==> src/rtl/ps_pkg.sv <==
package ps_pkg;

  typedef enum logic [1:0] {
    ST_IDLE  = 2'd0,
    ST_DRIVE = 2'd1,
    ST_CHECK = 2'd2
  } ps_state_e;

  // True when a word count sits on the last word of a buffer.
  function automatic logic hit_last(input int unsigned cnt, input int unsigned words);
    return cnt == (words - 1);
  endfunction

endpackage

==> src/rtl/ps_word_counter.sv <==
module ps_word_counter #(
  parameter int WORDS = 8192,
  localparam int CW = (WORDS > 1) ? $clog2(WORDS) : 1
) (
  input  logic          clk,
  input  logic          rst,
  input  logic          clear,
  input  logic          step,
  output logic [CW-1:0] count,
  output logic          last
);

  assign last = ps_pkg::hit_last(32'(count), WORDS);

  always_ff @(posedge clk) begin
    if (rst || clear) begin
      count <= '0;
    end else if (step) begin
      count <= last ? '0 : count + 1'b1;
    end
  end

endmodule

==> src/rtl/ps_ctrl.sv <==
module ps_ctrl (
  input  logic clk,
  input  logic rst,
  input  logic enable,
  input  logic check_mode,
  input  logic rdy0,
  input  logic rdy1,
  input  logic last,
  output logic pop0,
  output logic pop1,
  output logic step,
  output logic wrap,
  output logic starve,
  output logic clear,
  output logic active_ch,
  output logic underrun
);
  import ps_pkg::*;

  ps_state_e st;
  logic      rdy_act;
  logic      driving;

  assign rdy_act = active_ch ? rdy1 : rdy0;
  assign driving = enable && (st == ST_DRIVE);
  assign step    = driving && rdy_act;
  assign starve  = driving && !rdy_act;
  assign pop0    = step && !active_ch;
  assign pop1    = step && active_ch;
  assign wrap    = step && last;
  assign clear   = !enable;

  always_ff @(posedge clk) begin
    if (rst) begin
      st        <= ST_IDLE;
      active_ch <= 1'b0;
      underrun  <= 1'b0;
    end else begin
      if (starve) underrun <= 1'b1;
      if (!enable) begin
        st        <= ST_IDLE;
        active_ch <= 1'b0;
      end else begin
        case (st)
          ST_IDLE: if (rdy0) begin
            st        <= ST_DRIVE;
            active_ch <= 1'b0;
          end
          ST_DRIVE: if (wrap) begin
            active_ch <= ~active_ch;
            st        <= check_mode ? ST_CHECK : ST_DRIVE;
          end
          ST_CHECK: if (rdy_act) st <= ST_DRIVE;
          default: st <= ST_IDLE;
        endcase
      end
    end
  end

endmodule

==> src/rtl/ps_out_stage.sv <==
module ps_out_stage #(
  parameter int W = 16
) (
  input  logic         clk,
  input  logic         rst,
  input  logic         step,
  input  logic         sel,
  input  logic [W-1:0] d0,
  input  logic [W-1:0] d1,
  output logic [W-1:0] data,
  output logic         valid
);

  always_ff @(posedge clk) begin
    if (rst) begin
      valid <= 1'b0;
      data  <= '0;
    end else begin
      valid <= step;
      if (step) data <= sel ? d1 : d0;
    end
  end

endmodule

==> src/rtl/pingpong_streamer.sv <==
module pingpong_streamer #(
  parameter int DATA_W    = 16,
  parameter int BUF_WORDS = 8192,
  localparam int CW = (BUF_WORDS > 1) ? $clog2(BUF_WORDS) : 1
) (
  input  logic              clk,
  input  logic              rst,
  input  logic              enable,
  input  logic              check_mode,
  input  logic [DATA_W-1:0] ch0_data,
  input  logic              ch0_ready,
  output logic              ch0_pop,
  input  logic [DATA_W-1:0] ch1_data,
  input  logic              ch1_ready,
  output logic              ch1_pop,
  output logic [DATA_W-1:0] out_data,
  output logic              out_clk,
  output logic              out_valid,
  output logic              underrun
);

  // Named internal events, visible to the checker
  logic          step_evt;
  logic          wrap_evt;
  logic          starve_evt;
  logic          clear_evt;
  logic          last_word;
  logic          active_ch;
  logic [CW-1:0] word_count;

  ps_ctrl u_ctrl (
    .clk        (clk),
    .rst        (rst),
    .enable     (enable),
    .check_mode (check_mode),
    .rdy0       (ch0_ready),
    .rdy1       (ch1_ready),
    .last       (last_word),
    .pop0       (ch0_pop),
    .pop1       (ch1_pop),
    .step       (step_evt),
    .wrap       (wrap_evt),
    .starve     (starve_evt),
    .clear      (clear_evt),
    .active_ch  (active_ch),
    .underrun   (underrun)
  );

  ps_word_counter #(.WORDS(BUF_WORDS)) u_cnt (
    .clk   (clk),
    .rst   (rst),
    .clear (clear_evt),
    .step  (step_evt),
    .count (word_count),
    .last  (last_word)
  );

  ps_out_stage #(.W(DATA_W)) u_out (
    .clk   (clk),
    .rst   (rst),
    .step  (step_evt),
    .sel   (active_ch),
    .d0    (ch0_data),
    .d1    (ch1_data),
    .data  (out_data),
    .valid (out_valid)
  );

  assign out_clk = ~clk;

endmodule

==> config.mk <==
export PLATFORM = sky130hd
export DESIGN_NAME = pingpong_streamer
export DESIGN_NICKNAME = d
export VERILOG_FILES = /design/src/rtl/ps_pkg.sv /design/src/rtl/ps_word_counter.sv /design/src/rtl/ps_ctrl.sv /design/src/rtl/ps_out_stage.sv /design/src/rtl/pingpong_streamer.sv
export SDC_FILE = /design/constraint.sdc
export NUM_CORES = 1
export LEC_CHECK = 0
export ABC_AREA = 1
export BUFFER_PORTS_ARGS = -buffer_cell sky130_fd_sc_hd__buf_4
export CORE_UTILIZATION = 48
export CTS_BUF_LIST = sky130_fd_sc_hd__clkbuf_16
export DETAILED_ROUTE_END_ITERATION = 8
export PLACE_DENSITY = 0.85
export RECOVER_POWER = 25
export REMOVE_ABC_BUFFERS = 1
export SYNTH_ARGS = -nofsm -noshare
export SYNTH_HDL_FRONTEND = slang
export SYNTH_SLANG_ARGS = --single-unit
==> constraint.sdc <==
create_clock -name clk -period 1.7 [get_ports clk]
set_input_delay 0 -clock clk [delete_from_list [all_inputs] [get_ports clk]]
set_output_delay 0 -clock clk [all_outputs]
set_load 0.05 [all_outputs]
==> qor.txt <==
full die area -> 3490 um^2
Final Hold Viols -> 1
Die W -> 59.0 um
final wirelength -> 4530 um
vias -> 1789
Rel. slew slack -> 58.8%
Final Cycle Share -> 93.5%
number of global-route vias before repair -> 1637
Layout fillers -> 225
CTS clock-pin slew for the worst setup and hold paths -> 50 ps
worst stage delay on the critical path -> 350 ps
clk buf depth -> 2
Ys Warns -> 0
MaxCap Viol Count -> 0
initial core utilization -> 50.7%
most frequent cell on the critical path -> nor2_4
area share of the largest cell type after synthesis -> 43.6%
Post-DRT Antenna Nets -> 0
Final min period -> 1590 ps
die height -> 59.0 um
Setup CP Type -> reg2reg
GPL Wtd Cong -> 0.817
CTS H-tree lvls -> 2
TritonCTS clock tree -> built
CP Data Required Time -> 1900 ps
Max Slew Vio Count -> 0
HP Start -> ch0_data[4]
CP startpoint -> u_ctrl.st[1]
critical path's slowest cell -> dfxtp_1
post-synthesis sequential area ratio -> 43.6%
failing checks -> hold timing
# DRC -> 0
drt first pass iters -> 4
Min-Delay Path Class -> in2reg
initial antenna violation count -> 0
Worst Path Arrival -> 1780 ps
Worst setup SP type -> register
Unique masters post-synth -> 22
Worst path depth -> 8
routed length on met2 -> 2170 um
CTS Buf Count -> 5
DRT iter0 DRCs -> 102
Crit Path Max Fanout -> 13
status -> finished, violations left
Yosys top cell by area -> dfxtp_1
share of layout cells above drive strength 1 -> 20.4%
# port buffers -> 58
largest net degree at the start of global routing -> 21
crit path cell chain -> inv_1 > nand3_1 > nor2_4 > inv_2 > nor2_4 > buf_4 > nand2_1 > a31oi_1
Diodes inserted -> 0
CP delay by family, top -> simple AND/OR/NAND/NOR gates
Setup-failing EPs final -> 0
Max Used Layer -> met4
P per Cell Area -> 886 nW/um^2
WHS Path Cells -> 3
DPL Wire Length -> 2690 um
Bufs and invs on worst path -> 3
mean post-synth cell area -> 6.73 um^2
fin util -> 75.0%
total grt overflow -> 0
Least-Margin Pin Slew -> 621 ps
Setup Slack @ Placement -> 68.0 ps
post-DR wirelength/cell -> 12.7 um
P_leak -> 0.980 nW
skew final -> 5.54 ps
core area -> 3080 um^2
# nets final -> 351
worst IR drop on VDD -> 0.000589 V
Synth Register Bits -> 34
worst skew pair latency -> 280 ps
GR Util All Layers -> 27.6%
global-route wire length before repair -> 7060 um
vias per inst -> 5.01
Worst setup EP type -> register
main area contributors after synthesis -> dfxtp_1 (44%), nand2_1 (21%), a31oi_1 (6.8%)
area delta synth->final -> 47.8%
root buffer cell -> clkbuf_16
fmax -> 0.629 GHz
wire length on met3 -> 380 um
Cells after Synth -> 232
Std-Cell Rows -> 20
I/O pins -> 59
setup ws final -> 111 ps
r2r startpoint -> u_ctrl.st[1]
synthesized cell area -> 1560 um^2
reg2reg path depth -> 8
met1 WL -> 1910 um
Hold WS -> -0.996 ps
## power breakdown
| group | leakage [nW] | switching [W] | total (W) | internal, W |
|---|---|---|---|---|
| logic | 0.618 | 0.000117 | 0.000227 | 0.000111 |
| clock network | 0.0863 | 0.000432 | 0.000995 | 0.000563 |
| registers | 0.275 | 0.0000109 | 0.000823 | 0.000812 |
## per-stage QoR
step / setup TNS, ps / instance area [um^2] / power (W) / std cells
after floorplan: -5040 / 1530 / 0.00103 / 226
after global placement: 0 / 2030 / 0.00117 / 330
after detailed placement: 0 / 2030 / 0.00117 / 330
after CTS: 0 / 2330 / 0.00205 / 354
after global routing: -157 / 2310 / 0.00212 / 357
final: 0 / 2310 / 0.00204 / 357
## flip-flops by register name, summed over array words and instances (netlist names)
signal            cells
u_ctrl.underrun       1
u_ctrl.st             2
u_out.data           16
u_ctrl.active_ch      1
u_out.valid           1
u_cnt.count          13
## layout by cell type, fill, tap and decap left out
cell / count
nand2_1: 88
buf_4: 51
dfxtp_1: 33
nor2_1: 27
inv_1: 25
a31oi_1: 17
dlygate4sd3_1: 15
clkbuf_1: 13
nand3_1: 12
a21oi_1: 6
clkbuf_16: 5
nor3_1: 3
nor2_4: 2
nand4_1: 2
xor2_1: 2
o21ai_0: 2
nand2_2: 1
inv_2: 1
nor2_2: 1
nor3b_1: 1
xnor2_1: 1
or2_2: 1
o21a_1: 1
ha_1: 1
clkinv_2: 1
dfxtp_2: 1
## worst min-delay path: stages
cell and delay, ps:
buf_4 80, nand2_1 50, a31oi_1 110
## synth_stat cells, drive strengths merged
cell,count
a31oi,17
nor3,3
nor3b,1
clkbuf,3
xor2,2
o21ai,2
ha,1
o21a,1
dfxtp,34
inv,24
nand4,2
xnor2,1
nor2,30
or2,1
buf,3
nand2,89
a21oi,6
nand3,12
## final timing paths
check | slack, ps | end
max | 110 | u_out.data[13]
min | -1 | u_out.data[4]
max reg2reg | 110 | u_out.data[13]
min reg2reg | 460 | u_cnt.count[12]
## layer usage
metal / up-vias / track usage, %
met3: 6 / 12.7
met1: 808 / 32.6
met4: 0 / 10.2
li1: 898 / -
met5: - / 0
met2: 77 / 43.8
## kinds of logic (layout without fill, tap and decap cells)
logic type / Yosys count / in the layout / synth area share, %
flops: 34 / 34 / 43.6
fa+ha+maj: 1 / 1 / 0.801
simple gates: 138 / 138 / 36.2
compound gates: 26 / 26 / 9.86
buf+inv: 30 / 111 / 7.85
xor+xnor: 3 / 3 / 1.68
## area by class of cell
class                   count  area (um^2)  share of cell area [%]
well taps                  44         55.1                    2.39
clock inverters             4         16.3                   0.705
multi-input cells         168          761                    33.0
clock buffers               6          133                    5.75
inverters                  23         86.3                    3.74
repair buffers             78          574                    24.9
flip-flops and latches     34          682                    29.6
## repair_timing
| action | in CTS | in global routing |
|---|---|---|
| hold buffers | 14 | 1 |
| pin swaps | 1 | 1 |
| hold endpoints to repair | 12 | 1 |
| resized for setup | 0 | 2 |
| setup buffers | 2 | 2 |
| setup endpoints to repair | 1 | 14 |
(Power assumes the default switching activity.)
